[src/rtl/ttg_pkg.sv]
package ttg_pkg;
    localparam int REG_AW = 10;
    localparam int BANK_W = REG_AW - 3;
    localparam logic [BANK_W-1:0] BANK_START = 7'h40;
    localparam logic [BANK_W-1:0] BANK_ON    = 7'h41;
    localparam logic [BANK_W-1:0] BANK_OFF   = 7'h42;
    localparam logic [BANK_W-1:0] BANK_CTRL  = 7'h44;
    localparam int DIS_BASE = 16;

    typedef enum logic [1:0] {
        GS_IDLE = 2'd0,
        GS_WAIT = 2'd1,
        GS_OPEN = 2'd2,
        GS_SHUT = 2'd3
    } gate_st_t;
endpackage

[src/rtl/ttg_regfile.sv]
module ttg_regfile
    import ttg_pkg::*;
#(
    parameter int NQ   = 4,
    parameter int LENW = 17
) (
    input  logic                     clk,
    input  logic                     rst_n,
    input  logic                     wr_en,
    input  logic [REG_AW-1:0]        wr_addr,
    input  logic [31:0]              wr_data,
    input  logic [REG_AW-1:0]        rd_addr,
    output logic [31:0]              rd_data,
    output logic [NQ-1:0][31:0]      start_o,
    output logic [NQ-1:0][LENW-1:0]  on_o,
    output logic [NQ-1:0][LENW-1:0]  off_o,
    output logic [NQ-1:0]            en_o
);
    localparam int IW = $clog2(NQ);

    logic [NQ-1:0][31:0]     start_q;
    logic [NQ-1:0][LENW-1:0] on_q;
    logic [NQ-1:0][LENW-1:0] off_q;
    logic [NQ-1:0]           en_q;

    logic [BANK_W-1:0] wr_bank, rd_bank;
    logic [2:0]        wr_idx, rd_idx;
    logic [IW-1:0]     wr_q, rd_q;
    logic              wr_ok, rd_ok, ctrl_wr;

    assign wr_bank = wr_addr[REG_AW-1:3];
    assign wr_idx  = wr_addr[2:0];
    assign wr_q    = wr_idx[IW-1:0];
    assign wr_ok   = int'(wr_idx) < NQ;
    assign rd_bank = rd_addr[REG_AW-1:3];
    assign rd_idx  = rd_addr[2:0];
    assign rd_q    = rd_idx[IW-1:0];
    assign rd_ok   = int'(rd_idx) < NQ;
    assign ctrl_wr = wr_en && (wr_bank == BANK_CTRL) && (wr_idx == 3'd0);

    always_ff @(posedge clk or negedge rst_n) begin
        if (!rst_n) begin
            start_q <= '0;
            on_q    <= '0;
            off_q   <= '0;
            en_q    <= '0;
        end else if (wr_en) begin
            unique case (wr_bank)
                BANK_START: if (wr_ok) start_q[wr_q] <= wr_data;
                BANK_ON:    if (wr_ok) on_q[wr_q]    <= wr_data[LENW-1:0];
                BANK_OFF:   if (wr_ok) off_q[wr_q]   <= wr_data[LENW-1:0];
                BANK_CTRL:  if (wr_idx == 3'd0)
                    en_q <= (en_q | wr_data[NQ-1:0]) & ~wr_data[DIS_BASE +: NQ];
                default: ;
            endcase
        end
    end

    always_comb begin
        rd_data = '0;
        unique case (rd_bank)
            BANK_START: if (rd_ok) rd_data = start_q[rd_q];
            BANK_ON:    if (rd_ok) rd_data = 32'(on_q[rd_q]);
            BANK_OFF:   if (rd_ok) rd_data = 32'(off_q[rd_q]);
            BANK_CTRL:  if (rd_idx == 3'd0) rd_data = 32'(en_q);
            default: ;
        endcase
    end

    assign start_o = start_q;
    assign on_o    = on_q;
    assign off_o   = off_q;
    assign en_o    = en_q;

    // a disable bit always leaves the queue switched off
    p_dis_wins_r3: assert property (@(posedge clk) disable iff (!rst_n)
        ctrl_wr |=> ((en_q & $past(wr_data[DIS_BASE +: NQ])) == '0));
endmodule

[src/rtl/ttg_queue_fsm.sv]
module ttg_queue_fsm
    import ttg_pkg::*;
#(
    parameter int LENW = 17
) (
    input  logic            clk,
    input  logic            rst_n,
    input  logic            en_i,
    input  logic            tick_i,
    input  logic            reached_i,
    input  logic [LENW-1:0] on_len_i,
    input  logic [LENW-1:0] off_len_i,
    output logic            gate_o
);
    localparam logic [LENW-1:0] ONE = LENW'(1);

    gate_st_t        st_q, st_d;
    logic [LENW-1:0] cnt_q, cnt_d;

    always_comb begin
        st_d  = st_q;
        cnt_d = cnt_q;
        if (!en_i) begin
            st_d  = GS_IDLE;
            cnt_d = '0;
        end else begin
            unique case (st_q)
                GS_IDLE: st_d = GS_WAIT;
                GS_WAIT: if (reached_i) begin
                    if (on_len_i != '0) begin
                        st_d  = GS_OPEN;
                        cnt_d = on_len_i;
                    end else begin
                        st_d  = GS_SHUT;
                        cnt_d = off_len_i;
                    end
                end
                GS_OPEN: if (tick_i) begin
                    if (cnt_q <= ONE) begin
                        if (off_len_i != '0) begin
                            st_d  = GS_SHUT;
                            cnt_d = off_len_i;
                        end else begin
                            cnt_d = on_len_i;
                        end
                    end else begin
                        cnt_d = cnt_q - ONE;
                    end
                end
                GS_SHUT: if (tick_i) begin
                    if (cnt_q <= ONE) begin
                        if (on_len_i != '0) begin
                            st_d  = GS_OPEN;
                            cnt_d = on_len_i;
                        end else begin
                            cnt_d = off_len_i;
                        end
                    end else begin
                        cnt_d = cnt_q - ONE;
                    end
                end
                default: st_d = GS_IDLE;
            endcase
        end
    end

    always_ff @(posedge clk or negedge rst_n) begin
        if (!rst_n) begin
            st_q  <= GS_IDLE;
            cnt_q <= '0;
        end else begin
            st_q  <= st_d;
            cnt_q <= cnt_d;
        end
    end

    always_comb begin
        unique case (st_q)
            GS_IDLE: gate_o = 1'b1;
            GS_WAIT: gate_o = 1'b0;
            GS_OPEN: gate_o = 1'b1;
            GS_SHUT: gate_o = 1'b0;
            default: gate_o = 1'b1;
        endcase
    end

    p_disabled_open_r4: assert property (@(posedge clk) disable iff (!rst_n)
        !en_i |=> gate_o);
    p_wait_closed_r5: assert property (@(posedge clk) disable iff (!rst_n)
        (en_i && st_q == GS_WAIT && !reached_i) |=> !gate_o);
    p_hold_no_tick_r7: assert property (@(posedge clk) disable iff (!rst_n)
        (en_i && st_q == GS_OPEN && !tick_i) |=> ($stable(cnt_q) && st_q == GS_OPEN));
    p_skip_off_r8: assert property (@(posedge clk) disable iff (!rst_n)
        (en_i && st_q == GS_OPEN && off_len_i == '0) |=> gate_o);
endmodule

[src/rtl/tx_time_gate.sv]
module tx_time_gate
    import ttg_pkg::*;
#(
    parameter int NQ   = 4,
    parameter int LENW = 17
) (
    input  logic              clk,
    input  logic              rst_n,
    input  logic              wr_en,
    input  logic [REG_AW-1:0] wr_addr,
    input  logic [31:0]       wr_data,
    input  logic [REG_AW-1:0] rd_addr,
    output logic [31:0]       rd_data,
    input  logic [1:0]        tod_sec,
    input  logic [29:0]       tod_ns,
    input  logic              byte_tick,
    output logic [NQ-1:0]     gate_open
);
    logic [NQ-1:0][31:0]     start_w;
    logic [NQ-1:0][LENW-1:0] on_w;
    logic [NQ-1:0][LENW-1:0] off_w;
    logic [NQ-1:0]           en_w;
    logic [31:0]             now_w;

    assign now_w = {tod_sec, tod_ns};

    ttg_regfile #(.NQ(NQ), .LENW(LENW)) u_regs (
        .clk     (clk),
        .rst_n   (rst_n),
        .wr_en   (wr_en),
        .wr_addr (wr_addr),
        .wr_data (wr_data),
        .rd_addr (rd_addr),
        .rd_data (rd_data),
        .start_o (start_w),
        .on_o    (on_w),
        .off_o   (off_w),
        .en_o    (en_w)
    );

    for (genvar q = 0; q < NQ; q++) begin : g_queue
        logic reached;
        assign reached = now_w >= start_w[q];

        ttg_queue_fsm #(.LENW(LENW)) u_fsm (
            .clk       (clk),
            .rst_n     (rst_n),
            .en_i      (en_w[q]),
            .tick_i    (byte_tick),
            .reached_i (reached),
            .on_len_i  (on_w[q]),
            .off_len_i (off_w[q]),
            .gate_o    (gate_open[q])
        );
    end
endmodule

[config.mk]
export PLATFORM = sky130hd
export DESIGN_NAME = tx_time_gate
export DESIGN_NICKNAME = d
export VERILOG_FILES = /design/src/rtl/ttg_pkg.sv /design/src/rtl/ttg_regfile.sv /design/src/rtl/ttg_queue_fsm.sv /design/src/rtl/tx_time_gate.sv
export SDC_FILE = /design/constraint.sdc
export NUM_CORES = 1
export LEC_CHECK = 0
export ABC_AREA = 0
export BUFFER_PORTS_ARGS = -buffer_cell sky130_fd_sc_hd__buf_2
export CAP_MARGIN = 20
export CELL_PAD_IN_SITES_DETAIL_PLACEMENT = 1
export CELL_PAD_IN_SITES_GLOBAL_PLACEMENT = 1
export CORE_MARGIN = 2
export CORE_UTILIZATION = 35
export CTS_CLUSTER_SIZE = 30
export DETAILED_ROUTE_END_ITERATION = 7
export PLACE_DENSITY_LB_ADDON = 0.1
export SYNTH_ARGS = -nofsm -noshare
export SYNTH_HDL_FRONTEND = slang
export SYNTH_SLANG_ARGS = --single-unit
export TNS_END_PERCENT = 30
[constraint.sdc]
create_clock -name clk -period 3.75 [get_ports clk]
set_input_delay 0.5625 -clock clk [delete_from_list [all_inputs] [get_ports clk]]
set_output_delay 0.5625 -clock clk [all_outputs]
set_load 0.03 [all_outputs]
Yosys cells after proc, flatten, opt, wreduce, memory -nomap -nowiden. Cells that the tools add are included.

Bitwise operators: 3. Mux-type cells: 98. Equal/unequal tests: 52. Reduce and logical (&&, ||, !) cells: 35. $add $sub $neg: 4. Order comparisons: 13.

Operators by type and width (count): two-way mux 17 bit (37); case mux 17 bit (3 select lines) (4); bitwise mux 68 bit (2); nonzero test 17 bit (8); bitwise mux 128 bit (1); >= comparator 32 bit (4); case mux 32 bit (4 select lines) (1); two-way mux 32 bit (3); binary-select mux 17 bit (select 2 bit) (2); <= comparator 17 x 1 -> 1 bit, second input constant (4); subtractor 17 x 1 -> 17 bit, second input constant (4); binary-select mux 32 bit (select 2 bit) (1); demux 32 bit (select 2 bit) (1); two-way mux 2 bit (32); == test 7 bit, second input constant (8); inequality test 3 x 2 -> 1 bit, second input constant (16); inequality test 3 bit, second input constant (12); demux 17 bit (select 2 bit) (1); case mux 2 bit (4 select lines) (4); AND reduction 7 bit (4); == test 2 bit, second input constant (8); inequality test 4 x 1 -> 1 bit, second input constant (4); AND reduction 4 bit (4); OR reduction 2 bit (8); 14 further kinds (32).

Input bits: 88. Logic and storage cells: 226. Output and inout port bits: 36. Flip-flop bits (word level): 344.

Logic depth before layout (Yosys ltp). Gate-level depths: netlist of the first run.

Depth in word-level cells: 6. Gate-level depth with buffers: 12. Gate-level depth less buffers: 10.

By module. From an unflattened synthesis of the first run, not the netlist that was laid out.

Cells, all modules: 2135. Area total of the unflattened synthesis: 22905.7 um2.

By module, submodules not included: ttg_regfile (cells each 766, area each 12149.2 um2, seq. area each 6706.4 um2, instances 1); ttg_queue_fsm at g_queue[0].u_fsm ... (cells each 230, area each 1890.6 um2, seq. area each 475.5 um2, instances 3); tx_time_gate (cells each 424, area each 3118.0 um2, seq. area each 0.0 um2, instances 1); ttg_queue_fsm at g_queue[1].u_fsm (cells each 255, area each 1966.9 um2, seq. area each 475.5 um2, instances 1).

Worst setup path after synthesis of the first run. OpenSTA, ideal clock, no wires.

Path type: input-to-output. From: in rd_addr[0]. To: out rd_data[2]. Data required time: 3188 ps. Path buffers: 3. Path slack: 487 ps. Stages on the path: 6. Arrival time: 2701 ps. Path through: clkbuf_1 -> buf_1 -> buf_1 -> mux4_2 -> a32oi_1 -> a31oi_1.

Longest elaborated chain between the ends: 4. Elaborated cells on any way between the ends: 13. Classes of those cells: 1 x order compare; 11 x mux; 1 x reduce/logical.

RTL lines: start, declared (line tx_time_gate.sv:12) `input logic [REG_AW-1:0] rd_addr,`; binary-select mux 17 bit (select 2 bit), or another cell as far along (line ttg_regfile.sv:64) `BANK_OFF: if (rd_ok) rd_data = 32'(off_q[rd_q]);`; two-way mux 17 bit (implied by the code), or another cell as far along (line ttg_regfile.sv:64); two-way mux 17 bit, or another cell as far along (line ttg_regfile.sv:64); case mux 32 bit (4 select lines) (*) (line ttg_regfile.sv:61) `unique case (rd_bank)`; end, declared (line tx_time_gate.sv:13) `output logic [31:0] rd_data,`.

Mark *: on every way between the ends. The rest lies on a longest branch, timed or not. The select of a mux whose other input is x is not followed.

Final worst setup path of the first run.
From: reg g_queue[2].u_fsm.st_q[0]. To: reg g_queue[2].u_fsm.cnt_q[7].

Longest elaborated chain between the ends: 3. Elaborated cells on any way between the ends: 10. Classes of those cells: 7 x eq/ne; 2 x mux; 1 x reduce/logical.

RTL lines: start, declared (line ttg_queue_fsm.sv:17) `gate_st_t st_q, st_d;`; start signal, assigned (line ttg_queue_fsm.sv:72) `st_q <= st_d;`; == test 2 x 1 -> 1 bit or == test 2 bit (tied branches) (line ttg_queue_fsm.sv:27) `unique case (st_q)`; inequality test 4 x 1 -> 1 bit (no line), or another cell as far along; AND reduction 4 bit (no line) or two-way mux 17 bit (tied branches); end signal, assigned (line ttg_queue_fsm.sv:73) `cnt_q <= cnt_d;`; end, declared (line ttg_queue_fsm.sv:18) `logic [LENW-1:0] cnt_q, cnt_d;`.

Parallel ways exist; a longest one is shown, timed or not. A chain may end at the register's enable or synchronous reset.

==> results.json, run 1 <==
{
  "seqCellArea_um2": 8610,
  "root_buffer": "clkbuf_16",
  "tightest_slew_ns": 0.960,
  "vias": 18600,
  "port_buffers": 123,
  "holdWs_ns": 0.248,
  "grt-ovfl-total": 0,
  "syn_avg_cell_area_um2": 9.96,
  "initial_core_util_pct": 35.4,
  "met1_length_um": 39800,
  "post_dp_cell_area_um2": 23700,
  "grt_first_pass_wirelength_um": 129000,
  "cp_max_fo": 25,
  "netSwitchingPower_mw": 2.48,
  "drive_gt1_share_pct": 24.9,
  "drtIter0Drc": 1296,
  "detail_route.wirelength_um": 85300,
  "cts_tree": "yes",
  "critPathCaptureType": "flop",
  "die_x_um": 254,
  "cts_htree_levels": 2,
  "synth-edff-count": 0,
  "top_level_ports": 124,
  "wl_met2_um": 40100,
  "yosysSeqAreaShare_pct": 39.4,
  "crit_family": "compound AO/OA/AOI/OAI gates",
  "yosys_warnings": 0,
  "path_clk_slew_ns": 0.06,
  "intPower_mw": 6.69,
  "skew_ns": 0.0247,
  "async_flop_share_pct": 100,
  "fin_area_um2": 25100,
  "drv_slew": 0,
  "crit_type": "reg2reg",
  "p_clk_share_pct": 47.3,
  "drc": 0,
  "nets": 2536,
  "top_layer_used": "met4",
  "synthesis.area_um2": 21900,
  "setup_tns_ns": 0,
  "critical_path.max_stage_delay_ns": 0.77,
  "holdPathStages": 3,
  "required_ns": 4.21,
  "synth_seq_cells": 344,
  "power.share.sequential_pct": 42.0,
  "synthFlopType": "dfrtp_1",
  "cts_resized": 0,
  "postCtsHoldBufs": 1,
  "antenna_left": 0,
  "coreArea_um2": 61700,
  "period_needed_ns": 3.35,
  "swShare_pct": 27.0,
  "wl_per_cell_um": 26.8,
  "p_leak_nw": 11.5,
  "antenna_found_initial": 2,
  "p_per_area_nw_per_um2": 365,
  "clock_path_buffers": 3,
  "crit_arrival_ns": 3.81,
  "gp_congestion": 0.915,
  "start_kind": "flop",
  "ff2ff_path_depth": 8,
  "insertion_delay_ns": 0.59,
  "ys_types": 74,
  "syn_inst": 2196,
  "die-area_um2": 64500,
  "multi_input_area_um2": 12200,
  "drv_cap": 0,
  "hold_viol_final": 0,
  "fmax_mhz": 298,
  "grt_pass1_vias": 19600,
  "cp.depth": 8,
  "viasPerCell": 5.84,
  "area_delta_synth_final_pct": 14.9,
  "max-slew-margin-rel_pct": 36.0,
  "min_path_type": "in2reg",
  "rsz0062_at_grt": "false",
  "clkSinkCount": 344,
  "grt.total_usage_pct": 26.8,
  "setup_viol": 0,
  "crit_chain": "inv_1 -> nor4b_1 -> o211ai_1 -> o21ai_0 -> nor3b_2 -> buf_4 -> a21boi_0 -> o22a_1",
  "syn-num-nets": 2420,
  "cts_setup_buffers": 0,
  "dp_hpwl_um": 63300,
  "vdd_drop_max_v": 0.000264,
  "combPwrFrac_pct": 10.7,
  "slowest_stage": "o21ai_0",
  "met3_length_um": 3640,
  "status": "completed",
  "grt_max_degree": 79,
  "r2r_slack_ns": 0.40,
  "dr.pass1.iters": 5,
  "die_h_um": 254,
  "timing.final.crit_share_pct": 89.4,
  "nFillCells": 6970,
  "worst-path-buf-inv": 2,
  "numCtsBuffers": 44,
  "row_count": 91
}
## synthesized netlist by cell type (16+ instances only)
cell type	n	area share [%]
nor2_1	90	1.5
o21ai_0	99	2.3
nand4_1	47	1.3
a22oi_1	16	0.55
mux4_2	66	6.8
a211o_1	19	0.76
buf_1	18	0.31
mux2_2	234	12
nor4_1	39	1.1
nand2b_1	18	0.51
a211oi_1	41	1.4
and3_1	21	0.60
nor3_1	37	0.85
nand3_1	54	1.2
or3_1	18	0.51
clkbuf_1	90	1.5
a21oi_1	264	6.0
ha_1	136	7.8
inv_1	164	2.8
dfrtp_1	344	39
nand2_1	170	2.9
## logic make-up after synthesis
logic type      synth area share (%)
compound gates                  15.6
fa+ha+maj                       7.78
mux                             19.1
xor+xnor                       0.481
buf+inv                         5.10
simple gates                    12.5
flops                           39.4
## state kept, by name (all words and copies together), names as in the netlist
signal,count
g_queue.u_fsm.cnt_q,68
g_queue.u_fsm.st_q,8
u_regs.en_o,4
u_regs.off_o,68
u_regs.on_o,68
u_regs.start_o,128
## metal layers
layer | vias to the layer above | global-route usage [%]
li1 | 8379 | -
met3 | 90 | 2.93
met5 | - | 0
met2 | 435 | 43.8
met4 | 0 | 6.30
met1 | 9712 | 37.9
## worst paths after layout
path,startpoint,end
max,g_queue[2].u_fsm.st_q[0],g_queue[2].u_fsm.cnt_q[7]
min,wr_data[27],u_regs.start_o[123]
max reg2reg,g_queue[2].u_fsm.st_q[0],g_queue[2].u_fsm.cnt_q[7]
min reg2reg,u_regs.start_o[9],u_regs.start_o[9]
max in group asynchronous,rst_n,g_queue[1].u_fsm.cnt_q[9]
min in group asynchronous,rst_n,u_regs.start_o[57]
## power by group through the flow
stage,clock [mW],combinational (mW),sequential (mW)
after floorplan,0,0.546,3.87
after global placement,0,0.965,3.91
after detailed placement,0,0.985,3.91
after CTS,4.41,0.990,3.85
after global routing,4.55,1.09,3.85
final,4.33,0.985,3.85
## per-stage QoR
| stage | util (%) | total power [mW] | setup slack [ns] | std cells |
|---|---|---|---|---|
| floorplan | - | 4.42 | 0.487 | 2196 |
| global placement | 38.3 | 4.87 | 0.317 | 3101 |
| detailed placement | 38.3 | 4.90 | 0.216 | 3101 |
| CTS | 40.7 | 9.24 | 0.465 | 3182 |
| global route | 40.7 | 9.50 | 0.183 | 3185 |
| finish | 40.7 | 9.17 | 0.396 | 3186 |
## worst register-to-register path, delay by kind of cell, from the launching register on
kind / cells / cell delay [ns]
AO/OA/AOI/OAI: 4 / 1.54
buffers and inverters: 2 / 0.42
AND/OR/NAND/NOR: 2 / 0.71
flip-flops: 1 / 0.56
## cell usage in the layout, fill, tap and decap left out, types with 8 or more instances in the layout
master     instances
and3_1            20
mux4_2            66
nor2b_1           11
clkinv_2           8
nor4_1            37
a211oi_1          41
a21o_1             8
and2_1             8
buf_2            120
dfrtp_1          344
o211ai_1           8
nand3_1           54
xnor2_1            9
o21ai_0           99
mux2_2           234
a211o_1           19
clkbuf_1          13
clkbuf_8          10
ha_1             136
inv_1            164
nand2_1          167
a21oi_1          264
nor2_1            90
clkbuf_16         46
nor3_1            37
or3_1             18
o221ai_1           8
buf_4             63
nand2b_1          18
a22oi_1           16
a2111oi_0          8
a31oi_1           14
nand4_1           47
## cell type report
type	count	area share, %
diodes	3	0.0299
clock buffers	69	5.32
repair buffers	191	4.80
inverters	165	2.46
well taps	837	4.17
multi-input cells	1566	48.5
clock inverters	11	0.463
flip-flops and latches	344	34.3
(Power assumes the default switching activity.)
==> run 2, diff against run 1 <==
--- a/config.mk
+++ b/config.mk
@@ -17,5 +17,6 @@
 export PLACE_DENSITY_LB_ADDON = 0.1
 export SYNTH_ARGS = -nofsm -noshare
 export SYNTH_HDL_FRONTEND = slang
+export SYNTH_HIERARCHICAL = 1
 export SYNTH_SLANG_ARGS = --single-unit
 export TNS_END_PERCENT = 30
==> run 2 against run 1 <==
Critical path depth is 6 higher. Worst hold slack worse by 0.031 ns. Sequential share of layout area shrank 1.1 points. Final cell count decreased by 1.7%. First-iteration DRC count fell by 1.4%. Sequential cell count is the same. Synthesized area grew 4.7%. Critical path type unchanged.
==> results.json, run 2 <==
{
  "status": "completed",
  "busiest_layer": "met2",
  "fmax_mhz": 292,
  "area_delta_synth_final_pct": 13.4,
  "grt-ovfl-total": 0,
  "synth-compound-area-share_pct": 16.1,
  "final_util_pct": 40.2,
  "vias": 18400,
  "post_dp_cell_area_um2": 24500,
  "synthSimpleGateAreaFrac_pct": 11.5,
  "die_h_um": 260,
  "top_level_ports": 124,
  "synth_seq_cells": 344,
  "coreArea_um2": 64600,
  "drc": 0,
  "drv_slew": 0,
  "crit_chain": "ha_1 -> nand2b_1 -> a211oi_1 -> o21bai_1 -> a31oi_1 -> o31ai_1 -> buf_4 -> a221o_1 -> buf_12 -> o221a_2 -> o221a_4 -> o31ai_1 -> or3_1 -> a21oi_1",
  "drive_gt1_share_pct": 29.8,
  "row_count": 93,
  "muxShareOfSynthArea_pct": 19.9,
  "insertion_delay_ns": 0.59,
  "crit_family": "compound AO/OA/AOI/OAI gates",
  "period_needed_ns": 3.43,
  "setup_viol": 0,
  "stdcell_count": 3133,
  "synthesis.area_um2": 22900,
  "most-common-layout-cells": "dfrtp_1 (344), mux2_2 (257), a21oi_1 (173)",
  "grt_max_degree": 90,
  "syn_inst": 2135,
  "ys_types": 88,
  "crit_type": "reg2reg",
  "p_leak_nw": 11.7,
  "dp_slack_ns": -0.0299,
  "holdPathStages": 2,
  "critical_path.max_stage_delay_ns": 0.57,
  "synth_xor_xnor_area_share_pct": 1.30,
  "die_x_um": 260,
  "initial_core_util_pct": 35.5,
  "cp_max_fo": 3,
  "min_path_type": "in2reg",
  "timing.final.crit_share_pct": 91.4,
  "async_flop_share_pct": 100,
  "synth_top_family_by_area": "multiplexers",
  "yosysSeqAreaShare_pct": 37.6,
  "rsz0062_at_grt": "false",
  "grt_pass1_vias": 19400,
  "wl_per_cell_um": 27.2,
  "gp_congestion": 0.901,
  "cts_tree": "yes",
  "grt.total_usage_pct": 25.4,
  "crit_arrival_ns": 3.93,
  "synthTopCellsByCount": "dfrtp_1 (344), mux2_2 (257), a21oi_1 (173)",
  "fin_area_um2": 26000,
  "use_met2_pct": 39.8,
  "drtIter0Drc": 1278,
  "numPlacedInstances": 3048,
  "path_clk_slew_ns": 0.06,
  "port_buffers": 123,
  "slowest_stage": "o31ai_1",
  "yosys_warnings": 6,
  "numCtsBuffers": 44,
  "synth.area.top_cells": "dfrtp_1 (38%), mux2_2 (13%), ha_1 (8.3%), mux4_2 (6.5%), a21oi_1 (3.8%)",
  "syn_avg_cell_area_um2": 10.7,
  "syn-num-nets": 2375,
  "clock_path_buffers": 3,
  "p_per_area_nw_per_um2": 347,
  "setup_ws_ns": 0.321,
  "viasPerCell": 5.86,
  "holdWs_ns": 0.217,
  "dp_hpwl_um": 63500,
  "nets": 2480,
  "grt_util_met1_pct": 36.3,
  "critPathCaptureType": "flop",
  "root_buffer": "clkbuf_16",
  "synthAdderAreaFrac_pct": 8.30,
  "cp_common_cell": "o31ai_1",
  "final_common_cell": "dfrtp_1",
  "synth.most_common_cell": "dfrtp_1",
  "required_ns": 4.25,
  "synth-edff-count": 0,
  "clkSinkCount": 344,
  "grt_first_pass_wirelength_um": 129000,
  "max-slew-margin-rel_pct": 36.5,
  "drv_cap": 0,
  "hold_viol_final": 0,
  "skew_ns": 0.0279,
  "die-area_um2": 67500,
  "setup_tns_ns": 0,
  "cts_setup_buffers": 0,
  "antenna_left": 0,
  "vdd_drop_max_v": 0.000314,
  "synthFlopType": "dfrtp_1",
  "largest_reg_flops": 128,
  "gr-usage-met3_pct": 3.70,
  "synth_top_cell_area_share_pct": 37.6,
  "detail_route.wirelength_um": 85300,
  "worst-path-buf-inv": 2,
  "dr.pass1.iters": 5,
  "antenna_found_initial": 9,
  "r2r_slack_ns": 0.32,
  "start_kind": "flop",
  "ff2ff_path_depth": 14,
  "cts_htree_levels": 2,
  "tightest_slew_ns": 0.940,
  "power_mw": 9.00,
  "yosys.area.top_type": "dfrtp_1",
  "cp.depth": 14
}
-- run 2: where the power goes --
| group | switching (mW) | internal [mW] |
|---|---|---|
| clock | 1.75 | 2.56 |
| sequential | 0.0678 | 3.76 |
| combinational | 0.562 | 0.302 |
| total | 2.38 | 6.62 |
-- run 2: logic make-up (layout without fill, tap and decap cells) --
group                    after synthesis  after routing
AO/OA/AOI/OAI                        526            526
XOR/XNOR                              34             34
adder cells (fa/ha/maj)              152            152
buffers and inverters                278            415
flip-flops                           344            344
multiplexers                         339            339
other                                  0              6
AND/OR/NAND/NOR                      462            462
-- run 2: per-layer routing --
layer	share of wire (%)	routed length, µm
met1	48	40500
met4	2.8	2430
met5	0.046	39
met2	45	38700
met3	4.2	3540
-- run 2: path summary, 6_finish.rpt --
kind,from,endpoint
setup / recovery,u_regs/start_o[96],g_queue[3].u_fsm/cnt_q[8]
hold reg to reg,u_regs/start_o[4],u_regs/start_o[4]
hold / removal,wr_data[18],u_regs/en_o[2]
setup reg to reg,u_regs/start_o[96],g_queue[3].u_fsm/cnt_q[8]
max in group asynchronous,rst_n,g_queue[2].u_fsm/cnt_q[2]
min in group asynchronous,rst_n,u_regs/start_o[57]
-- run 2: layout make-up --
class	count	area, µm²
Fill cell	7080	38600
Multi-Input combinational cell	1513	13100
Sequential cell	344	8610
Clock buffer	63	1270
Timing Repair Buffer	175	1120
Tap cell	855	1070
Inverter	162	608
Clock inverter	15	171
Antenna cell	6	15.0
-- run 2: repair_timing --
item,in CTS,in global routing
hold endpoints to repair,1,0
hold buffers,1,0
resized for setup,0,0
